==> config.mk <==
export PLATFORM = sky130hd
export DESIGN_NAME = shared_rounder
export DESIGN_NICKNAME = d
export VERILOG_FILES = /design/src/rtl/rnd_pkg.sv /design/src/rtl/rnd_arbiter.sv /design/src/rtl/rnd_core.sv /design/src/rtl/shared_rounder.sv
export SDC_FILE = /design/constraint.sdc
export NUM_CORES = 1
export LEC_CHECK = 0
export ABC_AREA = 1
export BUFFER_PORTS_ARGS = -buffer_cell sky130_fd_sc_hd__buf_2
export CORE_ASPECT_RATIO = 1.1
export CORE_UTILIZATION = 49
export DETAILED_ROUTE_END_ITERATION = 8
export PLACE_DENSITY = 0.88
export SYNTH_ARGS = -nofsm -noshare
export SYNTH_HDL_FRONTEND = slang
export SYNTH_SLANG_ARGS = --single-unit
==> constraint.sdc <==
create_clock -name clk -period 10.9 [get_ports clk]
set_input_delay 1.635 -clock clk [delete_from_list [all_inputs] [get_ports clk]]
set_output_delay 1.635 -clock clk [all_outputs]
set_load 0.02 [all_outputs]
==> src/rtl/rnd_pkg.sv <==
// Package: shared types and constants for the shared rounding stage.
// Assumes three requesters with fixed indices.
package rnd_pkg;
    localparam int NREQ = 3;
    localparam int IDX_W = 2;
    localparam int GRS_W = 3;

    typedef enum logic [1:0] {
        RM_NEAR = 2'b00,
        RM_ZERO = 2'b01,
        RM_PINF = 2'b10,
        RM_NINF = 2'b11
    } rmode_e;
endpackage

==> src/rtl/rnd_arbiter.sv <==
// Module: fixed-priority arbiter, highest index wins.
// Assumes requesters hold their request until granted; grant is combinational.
module rnd_arbiter #(
    parameter int N = 3,
    parameter int IW = 2
) (
    input  logic          clk,
    input  logic          rst_n,
    input  logic [N-1:0]  req,
    output logic [N-1:0]  gnt,
    output logic [IW-1:0] idx,
    output logic          any
);
    logic [N-1:0] higher;

    // Build, per index, whether any higher index is requesting.
    generate
        for (genvar i = 0; i < N; i++) begin : g_pri
            if (i == N - 1) begin : g_top
                assign higher[i] = 1'b0;
            end else begin : g_low
                assign higher[i] = |req[N-1:i+1];
            end
            assign gnt[i] = req[i] & ~higher[i];
        end
    endgenerate

    // Encode the one-hot grant into an index.
    always_comb begin
        idx = '0;
        for (int i = 0; i < N; i++) begin
            if (gnt[i]) idx = IW'(i);
        end
    end

    assign any = |req;

    a_r1_onehot: assert property (@(posedge clk) disable iff (!rst_n) $onehot0(gnt));
    a_r1_granted_requested: assert property (@(posedge clk) disable iff (!rst_n) (gnt & ~req) == '0);
    a_r1_top_wins: assert property (@(posedge clk) disable iff (!rst_n) req[N-1] |-> gnt[N-1]);
    a_r1_no_idle: assert property (@(posedge clk) disable iff (!rst_n) (|req) |-> (|gnt));
endmodule

==> src/rtl/rnd_core.sv <==
// Module: combinational rounding, renormalization and flag logic.
// Assumes the significand is normalized (MSB set) and the exponent is biased.
module rnd_core
    import rnd_pkg::*;
#(
    parameter int EW = 8,
    parameter int MW = 24
) (
    input  logic [1:0]    mode,
    input  logic          sign,
    input  logic [EW-1:0] exp_i,
    input  logic [MW-1:0] sig_i,
    input  logic [2:0]    grs,
    input  logic          den,
    output logic [EW-1:0] exp_o,
    output logic [MW-1:0] sig_o,
    output logic          ovf,
    output logic          inx,
    output logic          trap
);
    localparam logic [EW:0] EXP_MAX = {1'b0, {EW{1'b1}}};

    logic          lost;
    logic          inc;
    logic [MW:0]   sum;
    logic          carry;
    logic [EW:0]   exp_adj;
    logic [MW-1:0] sig_adj;

    // Decide whether to add one unit in the last place.
    always_comb begin
        lost = |grs;
        unique case (rmode_e'(mode))
            RM_NEAR: inc = grs[2] & (grs[1] | grs[0] | sig_i[0]);
            RM_ZERO: inc = 1'b0;
            RM_PINF: inc = lost & ~sign;
            RM_NINF: inc = lost & sign;
            default: inc = 1'b0;
        endcase
    end

    // Increment and renormalize on carry-out.
    always_comb begin
        sum     = {1'b0, sig_i} + {{MW{1'b0}}, inc};
        carry   = sum[MW];
        sig_adj = carry ? sum[MW:1] : sum[MW-1:0];
        exp_adj = {1'b0, exp_i} + {{EW{1'b0}}, carry};
    end

    // Select trap, overflow or normal result and raise flags.
    always_comb begin
        trap  = den | (exp_i == '0);
        ovf   = 1'b0;
        inx   = 1'b0;
        exp_o = '0;
        sig_o = '0;
        if (!trap) begin
            if (exp_adj >= EXP_MAX) begin
                ovf   = 1'b1;
                inx   = 1'b1;
                exp_o = '1;
            end else begin
                inx   = lost;
                exp_o = exp_adj[EW-1:0];
                sig_o = sig_adj;
            end
        end
    end

    always_comb begin
        a_r9_trap_quiet: assert (!trap || (!ovf && !inx && exp_o == '0 && sig_o == '0));
        a_r4_zero_truncates: assert (mode != 2'b01 || trap || ovf || sig_o == sig_i);
    end
endmodule

==> src/rtl/shared_rounder.sv <==
// Module: top of the shared rounding stage. Arbitrates three datapaths,
// rounds the winner and registers the result (one cycle of latency).
// Assumes losers hold request and operands stable until granted.
module shared_rounder
    import rnd_pkg::*;
#(
    parameter int EW = 8,
    parameter int MW = 24
) (
    input  logic                  clk,
    input  logic                  rst_n,
    input  logic [1:0]            rmode,
    input  logic [NREQ-1:0]       req,
    input  logic [NREQ-1:0]       in_sign,
    input  logic [NREQ*EW-1:0]    in_exp,
    input  logic [NREQ*MW-1:0]    in_sig,
    input  logic [NREQ*GRS_W-1:0] in_grs,
    input  logic [NREQ-1:0]       in_den,
    output logic [NREQ-1:0]       gnt,
    output logic                  out_valid,
    output logic [IDX_W-1:0]      out_src,
    output logic                  out_sign,
    output logic [EW-1:0]         out_exp,
    output logic [MW-1:0]         out_sig,
    output logic                  out_ovf,
    output logic                  out_inx,
    output logic                  out_trap
);
    logic [IDX_W-1:0] sel;
    logic             any_req;
    logic [EW-1:0]    f_exp [NREQ];
    logic [MW-1:0]    f_sig [NREQ];
    logic [2:0]       f_grs [NREQ];
    logic             m_sign, m_den;
    logic [EW-1:0]    m_exp, r_exp;
    logic [MW-1:0]    m_sig, r_sig;
    logic [2:0]       m_grs;
    logic             r_ovf, r_inx, r_trap;

    rnd_arbiter #(.N(NREQ), .IW(IDX_W)) u_arb (
        .clk(clk), .rst_n(rst_n), .req(req),
        .gnt(gnt), .idx(sel), .any(any_req)
    );

    // Slice the flat operand buses per requester.
    generate
        for (genvar i = 0; i < NREQ; i++) begin : g_slice
            assign f_exp[i] = in_exp[i*EW +: EW];
            assign f_sig[i] = in_sig[i*MW +: MW];
            assign f_grs[i] = in_grs[i*GRS_W +: GRS_W];
        end
    endgenerate

    // Steer the granted requester's operands to the rounder.
    always_comb begin
        m_sign = in_sign[sel];
        m_den  = in_den[sel];
        m_exp  = f_exp[sel];
        m_sig  = f_sig[sel];
        m_grs  = f_grs[sel];
    end

    rnd_core #(.EW(EW), .MW(MW)) u_core (
        .mode(rmode), .sign(m_sign), .exp_i(m_exp), .sig_i(m_sig),
        .grs(m_grs), .den(m_den), .exp_o(r_exp), .sig_o(r_sig),
        .ovf(r_ovf), .inx(r_inx), .trap(r_trap)
    );

    // Register the rounded result of the granted requester.
    always_ff @(posedge clk) begin
        if (!rst_n) begin
            out_valid <= 1'b0;
            out_src   <= '0;
            out_sign  <= 1'b0;
            out_exp   <= '0;
            out_sig   <= '0;
            out_ovf   <= 1'b0;
            out_inx   <= 1'b0;
            out_trap  <= 1'b0;
        end else begin
            out_valid <= any_req;
            out_src   <= sel;
            out_sign  <= m_sign;
            out_exp   <= r_exp;
            out_sig   <= r_sig;
            out_ovf   <= r_ovf;
            out_inx   <= r_inx;
            out_trap  <= r_trap;
        end
    end

    a_r2_valid_after_req: assert property (@(posedge clk) disable iff (!rst_n) (|req) |=> out_valid);
    a_r2_idle_after_none: assert property (@(posedge clk) disable iff (!rst_n) !(|req) |=> !out_valid);
    a_r2_src_top: assert property (@(posedge clk) disable iff (!rst_n) req[NREQ-1] |=> out_src == IDX_W'(NREQ-1));
    a_r7_ovf_saturates: assert property (@(posedge clk) disable iff (!rst_n) out_ovf |-> (out_exp == '1 && out_sig == '0 && out_inx));
    a_r6_norm_kept: assert property (@(posedge clk) disable iff (!rst_n) (out_valid && !out_trap && !out_ovf) |-> out_sig[MW-1]);
endmodule

# [Word-level counts from Yosys, hierarchy flattened]
# Cells that the tools add are included.
[word_totals] input_bits=118 reg_bits=39
[op_classes] bitwise_logic=13 mux=20 n_lt_le_gt_ge=3 eq_ne=3 reduce_logical=7 addsub=2
[op_table] operator="$mux 24" n=3
[op_table] operator="$bmux 24 s2" n=1
[op_table] operator="$add 24x1->25" n=1
[op_table] operator="$mux 8" n=3
[op_table] operator="$bmux 8 s2" n=1
[op_table] operator="$add 8x1->9" n=1
[op_table] operator="$ge 9x8->1 const B" n=1
[op_table] operator="$reduce_or 3->1" n=3
[op_table] operator="$logic_not 8->1" n=1
[op_table] operator="$bmux 3 s2" n=1
[op_table] operator="$mux 3" n=2
[op_table] operator="$and 1x1->1" n=5
[op_table] operator="$mux 1" n=5
[op_table] operator="$bmux 1 s2" n=2
[op_table] operator="$eq 2x2->1 const B" n=2
[op_table] operator="$not 1->1" n=4
[op_table] operator="$pmux 1 s4" n=1
[op_table] operator="$reduce_or 2->1" n=2
[op_table] operator="$ge 3x3->1 const B" n=1
[op_table] operator="$lt 2x3->1 const B" n=1
[op_table] operator="$not 2->3" n=1
[op_table] operator="$or 1x1->1" n=3
[op_table] operator="$eq 2x1->1 const B" n=1
[op_table] operator="$logic_not 2->1" n=1
[op_table] operator="$mux 2" n=1

# [Logic depth before layout (Yosys ltp)]
# Gate-level depths: netlist of run 1.
[depth] word_depth=16 mapped_depth=31 ltp_nobuf=29

# [Cells and area by module]
# Synthesis of run 1 repeated with hierarchy kept, for this count alone.
[unflattened] hier_cells=576 area_unflattened_um2=3285.7
[by_module_without_submodules] module="shared_rounder" seq_area_each_um2=780.7 area_each_um2=1901.8 n_inst=1 cells_per_inst=289
[by_module_without_submodules] module="rnd_core" seq_area_each_um2=0.0 area_each_um2=1328.8 n_inst=1 cells_per_inst=277
[by_module_without_submodules] module="rnd_arbiter" seq_area_each_um2=0.0 area_each_um2=55.1 n_inst=1 cells_per_inst=10

# [Worst setup path before layout of run 1]
# Ideal clock, no wire load.
[synth_path] path_type="input port to flip-flop" startpoint="in req[2]" endpoint="reg out_sig[16]" slack_ps=6009 required_time_ps=10786 arrival_ps=4777 path_stages=28 setup_ps=114 cell_sequence="buf_6 > nor2_8 > buf_4 > inv_1 > o22ai_1 > o21bai_1 > xor2_1 > nand3_1 > nand2_1 > ha_1 > ha_1 > nand2_1 > nor2_2 > nand4_2 > nor2_2 > ha_1 > nand2_1 > nor2_2 > nand3_1 > nand2_1 > nand2_1 > nor2_1 > nand3_1 > nor2_1 > nand2_2 > nand3_4 > buf_6 > nor2_2"
[synth_via] elab_chain_len=16 elab_cells_between_ends=33 classes_between="add/sub (2); order compare (1); mux (17); bitwise (10); reduce/logical (3)"
[synth_rtl] element="from (decl)" line_no="shared_rounder.sv:13" text="input logic [NREQ-1:0] req,"
[synth_rtl] element="$not 1->1" line_no="rnd_arbiter.sv:24" text="assign gnt[i] = req[i] & ~higher[i];"
[synth_rtl] element="$and 1x1->1" line_no="rnd_arbiter.sv:24"
[synth_rtl] element="$mux 1" line_no="rnd_arbiter.sv:32" text="if (gnt[i]) idx = IW'(i);"
[synth_rtl] element="$mux 2 (*)" line_no="rnd_arbiter.sv:32"
[synth_rtl] element="$not 2->3 (implied by the code)" line_no="shared_rounder.sv:58, shared_rounder.sv:59, shared_rounder.sv:60"
[synth_rtl] element="$bmux 3 s2" line_no="shared_rounder.sv:60" text="m_grs = f_grs[sel];"
[synth_rtl] element="$mux 3 (implied by the code) (2 in series)" line_no="shared_rounder.sv:60"
[synth_rtl] element="$or 1x1->1 (2 in series)" line_no="rnd_core.sv:34" text="RM_NEAR: inc = grs[2] & (grs[1] | grs[0] | sig_i[0]);"
[synth_rtl] element="$and 1x1->1" line_no="rnd_core.sv:34"
[synth_rtl] element="$pmux 1 s4" line_no="rnd_core.sv:33" text="unique case (rmode_e'(mode))"
[synth_rtl] element="$add 24x1->25" line_no="rnd_core.sv:44" text="sum = {1'b0, sig_i} + {{MW{1'b0}}, inc};"
[synth_rtl] element="$add 8x1->9" line_no="rnd_core.sv:47" text="exp_adj = {1'b0, exp_i} + {{EW{1'b0}}, carry};"
[synth_rtl] element="$ge 9x8->1" line_no="rnd_core.sv:58" text="if (exp_adj >= EXP_MAX) begin"
[synth_rtl] element="$reduce_or 3->1 (no line)"
[synth_rtl] element="to (signal assigned)" line_no="shared_rounder.sv:85" text="out_sig <= r_sig;"
[synth_rtl] element="to (decl)" line_no="shared_rounder.sv:24" text="output logic [MW-1:0] out_sig,"
# Every way passes the cells marked *; elsewhere a longest branch is shown, timed or not. The select of a mux whose other input is x is not followed.
# A chain may end at the register's enable or synchronous reset.

# [Worst setup path in the final report of run 1]
[layout_path] startpoint="in req[1]" endpoint="reg out_sig[21]"
[layout_via] elab_chain_len=15 elab_cells_between_ends=32 classes_between="add/sub (2); order compare (1); mux (17); bitwise (9); reduce/logical (3)"
[layout_rtl] element="$and 1x1->1 (*)" line_no="rnd_arbiter.sv:24"
[layout_rtl] element="$mux 1 (*)" line_no="rnd_arbiter.sv:32"
[layout_rtl] element="$mux 2 (*)" line_no="rnd_arbiter.sv:32"
[layout_rtl] element="$not 2->3 (implied by the code)" line_no="shared_rounder.sv:58, shared_rounder.sv:59, shared_rounder.sv:60"
[layout_rtl] element="$bmux 3 s2" line_no="shared_rounder.sv:60"
[layout_rtl] element="$mux 3 (implied by the code) (2 in series)" line_no="shared_rounder.sv:60"
[layout_rtl] element="$or 1x1->1 (2 in series)" line_no="rnd_core.sv:34"
[layout_rtl] element="$and 1x1->1" line_no="rnd_core.sv:34"
[layout_rtl] element="$pmux 1 s4" line_no="rnd_core.sv:33"
[layout_rtl] element="$add 24x1->25" line_no="rnd_core.sv:44"
[layout_rtl] element="$add 8x1->9" line_no="rnd_core.sv:47"
[layout_rtl] element="$ge 9x8->1" line_no="rnd_core.sv:58"
[layout_rtl] element="$reduce_or 3->1 (no line)"
# Marks and branches as above.

==> flow_metrics.env, run 1 <==
export IMPL_grt_remaining_overflow=0
export IMPL_drive_above_1_share_pct=36.3
export IMPL_hold_buffer_count_at_cts=0
export IMPL_antenna_found_initial=0
export IMPL_worstMarginPinSlew_ps=869
export IMPL_vias=3555
export IMPL_whs_ps=1550
export IMPL_design_core_area_um2=5840
export IMPL_final_setup_tns_ps=0
export IMPL_tritoncts_clock_tree="built"
export IMPL_timing_final_setup_violations=0
export IMPL_htree_num_levels=2
export IMPL_hold_path_class="input port to flop"
export IMPL_cpMaxStageDelayCell="buf_2"
export IMPL_areaGrowthSynthToFinish_pct=29.3
export IMPL_share_comb_of_total_power_pct=31.5
export IMPL_pwr_share_seq_pct=38.0
export IMPL_layout_worst_path_cycle_share_pct=50.9
export IMPL_io_pin_count=160
export IMPL_detail_route_antenna_nets=0
export IMPL_final_cell_mix="buf_2 (159), nand2_1 (148), nand3_1 (59), nor2_1 (45), inv_1 (42)"
export IMPL_max_slew_margin_rel_pct=41.8
export IMPL_power_leakage_nw=2.17
export IMPL_yosys_warnings=0
export IMPL_antenna_cells=0
export IMPL_post_cts_buffers=0
export IMPL_drt_first_pass_iters=5
export IMPL_place_detailed_hpwl_mm=7.32
export IMPL_post_cts_resized=0
export IMPL_timing_critical_path_arrival_ps=5700
export IMPL_gpl_final_weighted_congestion=0.986
export IMPL_post_drt_via_cell_ratio=5.14
export IMPL_worst_path_max_fanout=25
export IMPL_cpMostUsedCell="nand2_1"
export IMPL_drt_wl_total_mm=8.95
export IMPL_cp_buffers_inverters=3
export IMPL_synth_lib_cells_used_distinct=35
export IMPL_peakVddDrop_uv=81.4
export IMPL_netlist_instances=465
export IMPL_clock_sinks=39
export IMPL_max_cap_violations=0
export IMPL_part_of_the_total_power_dissipated_in_the_clock_network_pct=30.5
export IMPL_power_per_cell_area_nw_per_um2=104
export IMPL_period_needed_ps=5550
export IMPL_critical_path_startpoint_type="input port"
export IMPL_critPathKind="input port to flop"
export IMPL_worst_hold_path_num_cells=3
export IMPL_first_global_vias=3349
export IMPL_rsz0062_at_grt="false"
export IMPL_cts_buffers_inserted=5
export IMPL_slowest_delay_ps=450
export IMPL_nNetsFinal=734
export IMPL_internal_power_w=0.000272
export IMPL_slew_viol_final=0
export IMPL_die_h_um=84.0
export IMPL_sw_frac_of_total_pct=32.6
export IMPL_cts_root_buf="clkbuf_8"
export IMPL_synth_area_um2=2990
export IMPL_layout_commonest_cell="buf_2"
export IMPL_clkSlewWorstSetupHoldPaths_ps=80
export IMPL_floorplan_rows=29
export IMPL_grt_start_max_net_pins=39
export IMPL_synth_net_count=586
export IMPL_drt_drc=0
export IMPL_wl_per_cell_um=12.9
export IMPL_max_clock_freq_ghz=0.180
export IMPL_worstSetupEndpointType="flop"
export IMPL_worstHoldEndpoint="out_src[1]"
export IMPL_grt_pass1_wl_mm=14.8
export IMPL_final_hold_viol_count=0
export IMPL_min_from="rst_n"
export IMPL_result_of_the_run="finished clean"
export IMPL_total_die_area_um2=6420
export IMPL_postSynthAreaPerCell_um2=6.43
export IMPL_worst_ep_required_time_ps=11050
export IMPL_worst_path_dominant_cell_family="simple AND/OR/NAND/NOR gates"
export IMPL_net_switching_component_of_the_power_w=0.000132
export IMPL_yosysSeqAreaShare_pct=26.1
export IMPL_drt_initial_drc_count=271
export IMPL_synth_ff_latch_count=39
export IMPL_ctsLongestPathBuffers=2
export IMPL_floorplan_die_width_um=76.5
export IMPL_fillCellCount=552
export IMPL_overall_global_routing_resource_usage_pct=28.4
export IMPL_io_buffer_count=159
export IMPL_initial_util_pct=51.2
[metrics by stage]
stage | area, µm² | worst slack (ps) | power, W | util, % | instances
after floorplan | 2990 | 6010 | 0.000239 | - | 465
after global placement | 3750 | 5250 | 0.000282 | 64.2 | 683
after detailed placement | 3750 | 5070 | 0.000282 | 64.2 | 683
after CTS | 3870 | 5350 | 0.000404 | 66.2 | 691
after global routing | 3870 | 4840 | 0.000426 | 66.2 | 691
final | 3870 | 5350 | 0.000404 | 66.2 | 691
[cells by family after synthesis]
| kind of cell | Yosys count | share of synthesized area [%] |
|---|---|---|
| adder cells (fa/ha/maj) | 3 | 1.25 |
| XOR/XNOR | 21 | 6.15 |
| AND/OR/NAND/NOR | 327 | 53.7 |
| flip-flops | 39 | 26.1 |
| AO/OA/AOI/OAI | 13 | 2.76 |
| buffers and inverters | 62 | 10.1 |
[flip-flops by register name (all words and copies together) (netlist names)]
signal and count:
out_inx 1, out_sig 24, out_sign 1, out_ovf 1, out_exp 8, out_trap 1
out_src 2, out_valid 1
[synthesized netlist by cell type]
library cell | n | area share, %
o21bai_1 | 1 | 0.25
nor2_1 | 45 | 5.6
nand3_1 | 59 | 9.9
buf_2 | 5 | 0.84
o211ai_1 | 2 | 0.50
or2_2 | 1 | 0.21
xor2_1 | 11 | 3.2
inv_1 | 42 | 5.3
o211a_1 | 1 | 0.33
nand4_2 | 1 | 0.42
and3_1 | 1 | 0.21
nor3_4 | 2 | 1.1
nand3_2 | 15 | 5.0
inv_4 | 1 | 0.21
dfxtp_1 | 39 | 26
nor3_1 | 4 | 0.67
a221oi_1 | 1 | 0.29
inv_2 | 1 | 0.13
nand3b_1 | 3 | 0.75
clkbuf_1 | 2 | 0.25
buf_6 | 5 | 1.9
ha_1 | 3 | 1.3
buf_4 | 6 | 1.5
nor2_8 | 1 | 0.67
xnor2_1 | 10 | 2.9
a21oi_1 | 3 | 0.50
nor2_2 | 27 | 5.6
nand2_1 | 148 | 19
nor2_4 | 2 | 0.75
o22ai_1 | 1 | 0.21
nand3_4 | 1 | 0.59
nand4_1 | 10 | 2.1
o21ai_0 | 4 | 0.67
nor4_1 | 3 | 0.63
nand2_2 | 4 | 0.84
[per-layer routing]
metal	global-route usage, %	vias up	routed length [µm]
met5	0	-	0
met4	8.39	0	213
met3	3.17	24	677
met2	50.4	205	4330
met1	35.9	1555	3730
li1	-	1771	-
[power by group through the flow]
stage	logic (W)	clock network (W)	registers [W]
finish	0.000127	0.000123	0.000153
global route	0.000140	0.000132	0.000154
CTS	0.000126	0.000125	0.000153
detailed placement	0.000125	0	0.000157
global placement	0.000125	0	0.000156
floorplan	0.0000704	0	0.000169
[area by class of cell]
class	instances	area (µm²)	area share [%]
Sequential cell	39	781	20.2
Tap cell	77	96.3	2.49
Inverter	44	168	4.34
Clock buffer	6	82.6	2.14
Multi-Input combinational cell	364	1910	49.4
Timing Repair Buffer	159	796	20.6
Clock inverter	2	35.0	0.906
[how the worst max path moves through the flow]
stage / depth (start not counted) / endpoint / from
3_5_place_dp: 26 / out_sig[0] / req[2]
3_3_place_gp: 26 / out_sig[20] / req[1]
2_1_floorplan: 28 / out_sig[16] / req[2]
4_1_cts: 26 / out_sig[21] / req[2]
5_1_grt: 26 / out_sig[0] / req[2]
6_report: 26 / out_sig[21] / req[1]
No activity file was read; power rests on OpenSTA's default activity.
==> run 2, diff against run 1 <==
--- a/config.mk
+++ b/config.mk
@@ -8,9 +8,9 @@
 export ABC_AREA = 1
 export BUFFER_PORTS_ARGS = -buffer_cell sky130_fd_sc_hd__buf_2
 export CORE_ASPECT_RATIO = 1.1
-export CORE_UTILIZATION = 49
+export CORE_UTILIZATION = 41
 export DETAILED_ROUTE_END_ITERATION = 8
-export PLACE_DENSITY = 0.88
+export PLACE_DENSITY = 0.79
 export SYNTH_ARGS = -nofsm -noshare
 export SYNTH_HDL_FRONTEND = slang
 export SYNTH_SLANG_ARGS = --single-unit
==> constraint.sdc (replaced) <==
create_clock -name clk -period 4.9 [get_ports clk]
set_input_delay 0.735 -clock clk [delete_from_list [all_inputs] [get_ports clk]]
set_output_delay 0.735 -clock clk [all_outputs]
set_load 0.02 [all_outputs]
==> run 2 against run 1 <==
  * Sequential power is 120% higher
  * Die area grew 19%
  * First-iteration DRC count shrank 39%
  * Critical endpoint unchanged
  * Design area is 1.6% higher
  * Via count shrank 2.2%
  * Critical path type unchanged
  * Clock power rose to 2.6 times the previous value
  * Utilization down 10 points
  * Combinational power is 120% higher
  * Hold slack got worse by 910 ps
==> flow_metrics.env, run 2 (synthesis gave the netlist of run 1 again) <==
export IMPL_result_of_the_run="finished clean"
export IMPL_antenna_found_initial=0
export IMPL_cpMostUsedCell="nand2_1"
export IMPL_wl_per_cell_um=12.7
export IMPL_grt_pass1_wl_mm=15.0
export IMPL_peakVddDrop_uv=213
export IMPL_design_core_area_um2=7050
export IMPL_worst_ep_required_time_ps=5060
export IMPL_post_cts_resized=0
export IMPL_worst_path_dominant_cell_family="simple AND/OR/NAND/NOR gates"
export IMPL_floorplan_rows=32
export IMPL_drt_drc=0
export IMPL_net_switching_component_of_the_power_w=0.000293
export IMPL_gpl_final_weighted_congestion=0.885
export IMPL_cts_root_buf="clkbuf_8"
export IMPL_rsz0062_at_grt="false"
export IMPL_first_global_vias=3267
export IMPL_drt_first_pass_iters=4
export IMPL_slowest_delay_ps=280
export IMPL_cp_buffers_inverters=3
export IMPL_overall_global_routing_resource_usage_pct=24.4
export IMPL_max_cap_violations=0
export IMPL_place_detailed_hpwl_mm=7.60
export IMPL_final_hold_viol_count=0
export IMPL_fillCellCount=733
export IMPL_grt_remaining_overflow=0
export IMPL_regMostFlops="out_sig"
export IMPL_tritoncts_clock_tree="built"
export IMPL_largest_registers="out_sig: 24 flops, out_exp: 8 flops, out_src: 2 flops"
export IMPL_total_die_area_um2=7640
export IMPL_ctsLongestPathBuffers=2
export IMPL_max_slew_margin_rel_pct=72.5
export IMPL_sw_frac_of_total_pct=31.2
export IMPL_drt_initial_drc_count=164
export IMPL_internal_power_w=0.000646
export IMPL_layout_worst_path_cycle_share_pct=87.2
export IMPL_clock_sinks=39
export IMPL_drive_above_1_share_pct=36.7
export IMPL_io_pin_count=160
export IMPL_worst_path_max_fanout=24
export IMPL_timing_final_setup_violations=0
export IMPL_critPathKind="input port to flop"
export IMPL_post_cts_buffers=0
export IMPL_pwr_share_seq_pct=36.3
export IMPL_worstSetupEndpointType="flop"
export IMPL_timing_critical_path_arrival_ps=4440
export IMPL_final_core_utilization_pct=55.8
export IMPL_htree_num_levels=2
export IMPL_initial_util_pct=42.5
export IMPL_whs_ps=639
export IMPL_post_place_ws_ps=306
export IMPL_final_cell_mix="buf_2 (159), nand2_1 (148), nand3_1 (59), nor2_1 (45), inv_1 (42)"
export IMPL_final_worst_setup_slack_ps=626
export IMPL_io_buffer_count=159
export IMPL_hold_path_class="input port to flop"
export IMPL_critical_path_startpoint_type="input port"
export IMPL_antenna_cells=0
export IMPL_part_of_the_total_power_dissipated_in_the_clock_network_pct=33.4
export IMPL_cts_buffers_inserted=5
export IMPL_power_leakage_nw=2.20
export IMPL_final_setup_tns_ps=0
export IMPL_max_clock_freq_ghz=0.234
export IMPL_floorplan_die_width_um=83.4
export IMPL_largest_register_ffs=24
export IMPL_slew_viol_final=0
export IMPL_cpMaxStageDelayCell="buf_2"
export IMPL_detail_route_antenna_nets=0
export IMPL_die_h_um=91.6
export IMPL_grt_start_max_net_pins=34
export IMPL_placed_cell_area_um2=3800
export IMPL_nNetsFinal=739
export IMPL_power_per_cell_area_nw_per_um2=239
export IMPL_worstMarginPinSlew_ps=411
export IMPL_areaGrowthSynthToFinish_pct=31.4
export IMPL_period_needed_ps=4270
export IMPL_drt_wl_total_mm=8.96
export IMPL_finish_instance_area_um2=3930
export IMPL_clkSlewWorstSetupHoldPaths_ps=80
export IMPL_hold_buffer_count_at_cts=0
export IMPL_share_comb_of_total_power_pct=30.2
export IMPL_post_drt_via_cell_ratio=4.94
export IMPL_layout_commonest_cell="buf_2"
export IMPL_vias=3477
run 2: changes by cell type in the layout (fill, tap and decap cells not counted):
cell	previous run	this run
clkinv_2	1	0
clkbuf_1	0	1
buf_4	0	5
bufinv_16	1	2
clkbuf_8	6	5
run 2: per-stage QoR:
step / total power (W) / instances
final: 0.000939 / 704
after global placement: 0.000631 / 696
after CTS: 0.000947 / 704
after detailed placement: 0.000632 / 696
after global routing: 0.000995 / 704
after floorplan: 0.000532 / 465
run 2: area by class of cell:
| type | count | area [µm²] | area share [%] |
|---|---|---|---|
| tap | 85 | 106 | 2.71 |
| multi-input combinational | 364 | 1910 | 48.6 |
| sequential | 39 | 781 | 19.9 |
| timing repair buffer | 164 | 833 | 21.2 |
| clock inverter | 2 | 60.1 | 1.53 |
| clock buffer | 6 | 72.6 | 1.85 |
| inverter | 44 | 168 | 4.27 |
run 2: final timing paths:
check / slack, ps / cells after the start / end / from
worst max-delay path: 630 / 26 / out_sig[21] / req[1]
worst min-delay path: 640 / 3 / out_src[1] / rst_n
run 2: power groups by stage:
stage               Clock, W  Sequential (W)  Combinational (W)
floorplan                  0        0.000376           0.000157
global placement           0        0.000348           0.000282
detailed placement         0        0.000349           0.000283
CTS                 0.000321        0.000341           0.000284
global route        0.000337        0.000343           0.000315
finish              0.000314        0.000341           0.000284
run 2: metal layers:
layer  routed length (µm)  GRT usage (%)  part of all wire [%]
met5                    0              0                     0
met4                  103           5.93                   1.1
met3                  548           3.55                   6.1
met2                 4420           44.1                    49
met1                 3890           30.4                    43
==> run 3, diff against run 2 <==
--- a/config.mk
+++ b/config.mk
@@ -8,9 +8,10 @@
 export ABC_AREA = 1
 export BUFFER_PORTS_ARGS = -buffer_cell sky130_fd_sc_hd__buf_2
 export CORE_ASPECT_RATIO = 1.1
-export CORE_UTILIZATION = 41
+export CORE_UTILIZATION = 43
 export DETAILED_ROUTE_END_ITERATION = 8
-export PLACE_DENSITY = 0.79
+export PLACE_DENSITY = 0.8
 export SYNTH_ARGS = -nofsm -noshare
 export SYNTH_HDL_FRONTEND = slang
+export SYNTH_HIERARCHICAL = 1
 export SYNTH_SLANG_ARGS = --single-unit
==> run 3 against run 2 <==
  * Total power down 2.1%
  * Setup slack got worse by 240 ps
  * Combinational power rose by 8.8%
  * Via count rose by 13%
  * Non-clock buffer count up 4
  * Clock power shrank 14%
  * Synthesized cell count grew 24%
  * Cell count increased by 16%
  * Critical path depth increased by 2
  * Area after synthesis rose by 9.8%
  * Largest cell class unchanged
  * Highest routed layer unchanged
==> flow_metrics.env, run 3 <==
export IMPL_clock_sinks=39
export IMPL_max_clock_freq_ghz=0.221
export IMPL_drt_first_pass_iters=5
export IMPL_yosysSeqAreaShare_pct=23.8
export IMPL_layout_worst_path_cycle_share_pct=92.1
export IMPL_die_h_um=93.7
export IMPL_worst_ep_required_time_ps=5130
export IMPL_synth_top_cell_area_share_pct=23.8
export IMPL_postSynthAreaPerCell_um2=5.70
export IMPL_peakVddDrop_uv=99.6
export IMPL_hold_path_class="input port to flop"
export IMPL_period_needed_ps=4520
export IMPL_critical_path_startpoint_type="input port"
export IMPL_synth_async_sr_flop_share_pct=0
export IMPL_drt_initial_drc_count=202
export IMPL_total_die_area_um2=8000
export IMPL_finish_instance_area_um2=4200
export IMPL_grt_start_max_net_pins=40
export IMPL_post_place_ws_ps=-92.0
export IMPL_io_buffer_count=159
export IMPL_vias=3914
export IMPL_largest_register_ffs=24
export IMPL_result_of_the_run="finished clean"
export IMPL_netlist_top_cells_count="nand2_1 (176), nor2_1 (96), inv_1 (73)"
export IMPL_synth_ff_latch_count=39
export IMPL_design_core_area_um2=7430
export IMPL_final_setup_tns_ps=0
export IMPL_synth_edff_count=0
export IMPL_fillCellCount=809
export IMPL_tritoncts_clock_tree="built"
export IMPL_io_pin_count=160
export IMPL_synth_net_count=698
export IMPL_floorplan_die_width_um=85.3
export IMPL_yosys_warnings=6
export IMPL_gpl_final_weighted_congestion=0.922
export IMPL_nNetsFinal=848
export IMPL_grt_remaining_overflow=0
export IMPL_areaGrowthSynthToFinish_pct=28.0
export IMPL_overall_global_routing_resource_usage_pct=23.4
export IMPL_post_cts_resized=0
export IMPL_final_hold_viol_count=0
export IMPL_floorplan_rows=33
export IMPL_power_per_cell_area_nw_per_um2=219
export IMPL_grt_pass1_wl_mm=15.2
export IMPL_placed_cell_area_um2=4080
export IMPL_antenna_found_initial=0
export IMPL_initial_util_pct=44.2
export IMPL_final_worst_setup_slack_ps=385
export IMPL_clkSlewWorstSetupHoldPaths_ps=90
export IMPL_post_cts_buffers=0
export IMPL_layout_commonest_cell="nand2_1"
export IMPL_max_cap_violations=0
export IMPL_whs_ps=701
export IMPL_worstMarginPinSlew_ps=623
export IMPL_regMostFlops="out_sig"
export IMPL_use_met3_pct=2.72
export IMPL_synth_most_common_cell="nand2_1"
export IMPL_gr_usage_met2_pct=40.0
export IMPL_worst_path_max_fanout=28
export IMPL_drt_wl_total_mm=9.33
export IMPL_max_slew_margin_rel_pct=58.0
export IMPL_largest_registers="out_sig: 24 flops, out_exp: 8 flops, out_src: 2 flops"
export IMPL_slew_viol_final=0
export IMPL_synth_area_um2=3290
export IMPL_hold_buffer_count_at_cts=0
export IMPL_post_synth_main_area_contributors="dfxtp_1 (24%), nand2_1 (20%), nor2_1 (11%)"
export IMPL_cts_root_buf="clkbuf_8"
export IMPL_netlist_instances=576
export IMPL_rsz0062_at_grt="false"
export IMPL_drt_drc=0
export IMPL_wl_per_cell_um=11.5
export IMPL_post_drt_via_cell_ratio=4.81
export IMPL_htree_num_levels=2
export IMPL_power_leakage_nw=2.50
export IMPL_synth_lib_cells_used_distinct=32
export IMPL_timing_final_setup_violations=0
export IMPL_timing_critical_path_arrival_ps=4750
export IMPL_first_global_vias=3487
export IMPL_critPathKind="input port to flop"
export IMPL_drive_above_1_share_pct=27.9
export IMPL_final_cell_mix="nand2_1 (176), buf_2 (159), nor2_1 (94), inv_1 (73), o21ai_0 (46)"
export IMPL_antenna_cells=0
export IMPL_ys_dominant_reg_cell="dfxtp_1"
export IMPL_ctsLongestPathBuffers=2
export IMPL_cts_buffers_inserted=5
export IMPL_grt_busiest_layer="met2"
export IMPL_worstSetupEndpointType="flop"
export IMPL_synth_area_leader_cell="dfxtp_1"
export IMPL_detail_route_antenna_nets=0
export IMPL_place_detailed_hpwl_mm=7.65
export IMPL_met1_track_demand_over_resource_pct=31.4
[run 3: cells by family after synthesis]
family,synth area share (%)
compound gates,13.3
xor+xnor,3.47
fa+ha+maj,1.52
buf+inv,15.1
flops,23.8
simple gates,42.9
[run 3: routing by layer]
| layer | up-vias | wire length [µm] |
|---|---|---|
| li1 | 2080 | - |
| met1 | 1683 | 4430 |
| met2 | 140 | 4260 |
| met3 | 11 | 519 |
| met4 | 0 | 119 |
| met5 | - | 0 |
[run 3: layout make-up]
class	count	area (µm²)	share of cell area [%]
clock inverter	3	43.8	1.04
inverter	78	298	7.08
tap	87	109	2.59
sequential	39	781	18.6
multi-input combinational	434	2030	48.2
timing repair buffer	168	876	20.8
clock buffer	5	68.8	1.64
[run 3: where the power goes]
group	switching (W)	internal [W]	leakage, nW
combinational	0.000192	0.000116	2.12
clock	0.000118	0.000152	0.0581
sequential	0.00000408	0.000337	0.321
[run 3: stage by stage]
step | util (%) | cells | power, W
floorplan | - | 576 | 0.000552
global placement | 54.8 | 806 | 0.000651
detailed placement | 54.8 | 806 | 0.000653
CTS | 56.3 | 814 | 0.000924
global route | 56.6 | 814 | 0.000975
finish | 56.6 | 814 | 0.000920
[run 3: path summary, 6_finish.rpt]
path / from / end / slack (ps) / depth (start not counted)
hold / removal: req[2] / out_src[1] / 700 / 3
setup / recovery: req[1] / out_sig[23] / 380 / 28
[run 3: worst max-delay path, stage by stage]
cell     delay, ps
buf_2          110
inv_2           80
nor2_2          60
buf_12         160
nor2_8         250
nand2_1         80
o21ai_0         80
inv_1           70
o41ai_1        410
ha_1           240
ha_1           180
inv_1           70
nor2_2         180
nand3_1        170
nor2_2         170
inv_1           80
nor4_2         220
ha_1           260
nand3_2        110
nor2_2         150
nand2_1        100
nand2_1        110
nor2_1          60
nand2_2        120
nand3_4        190
nor2_1         170
nand2_1         70
inv_1           70
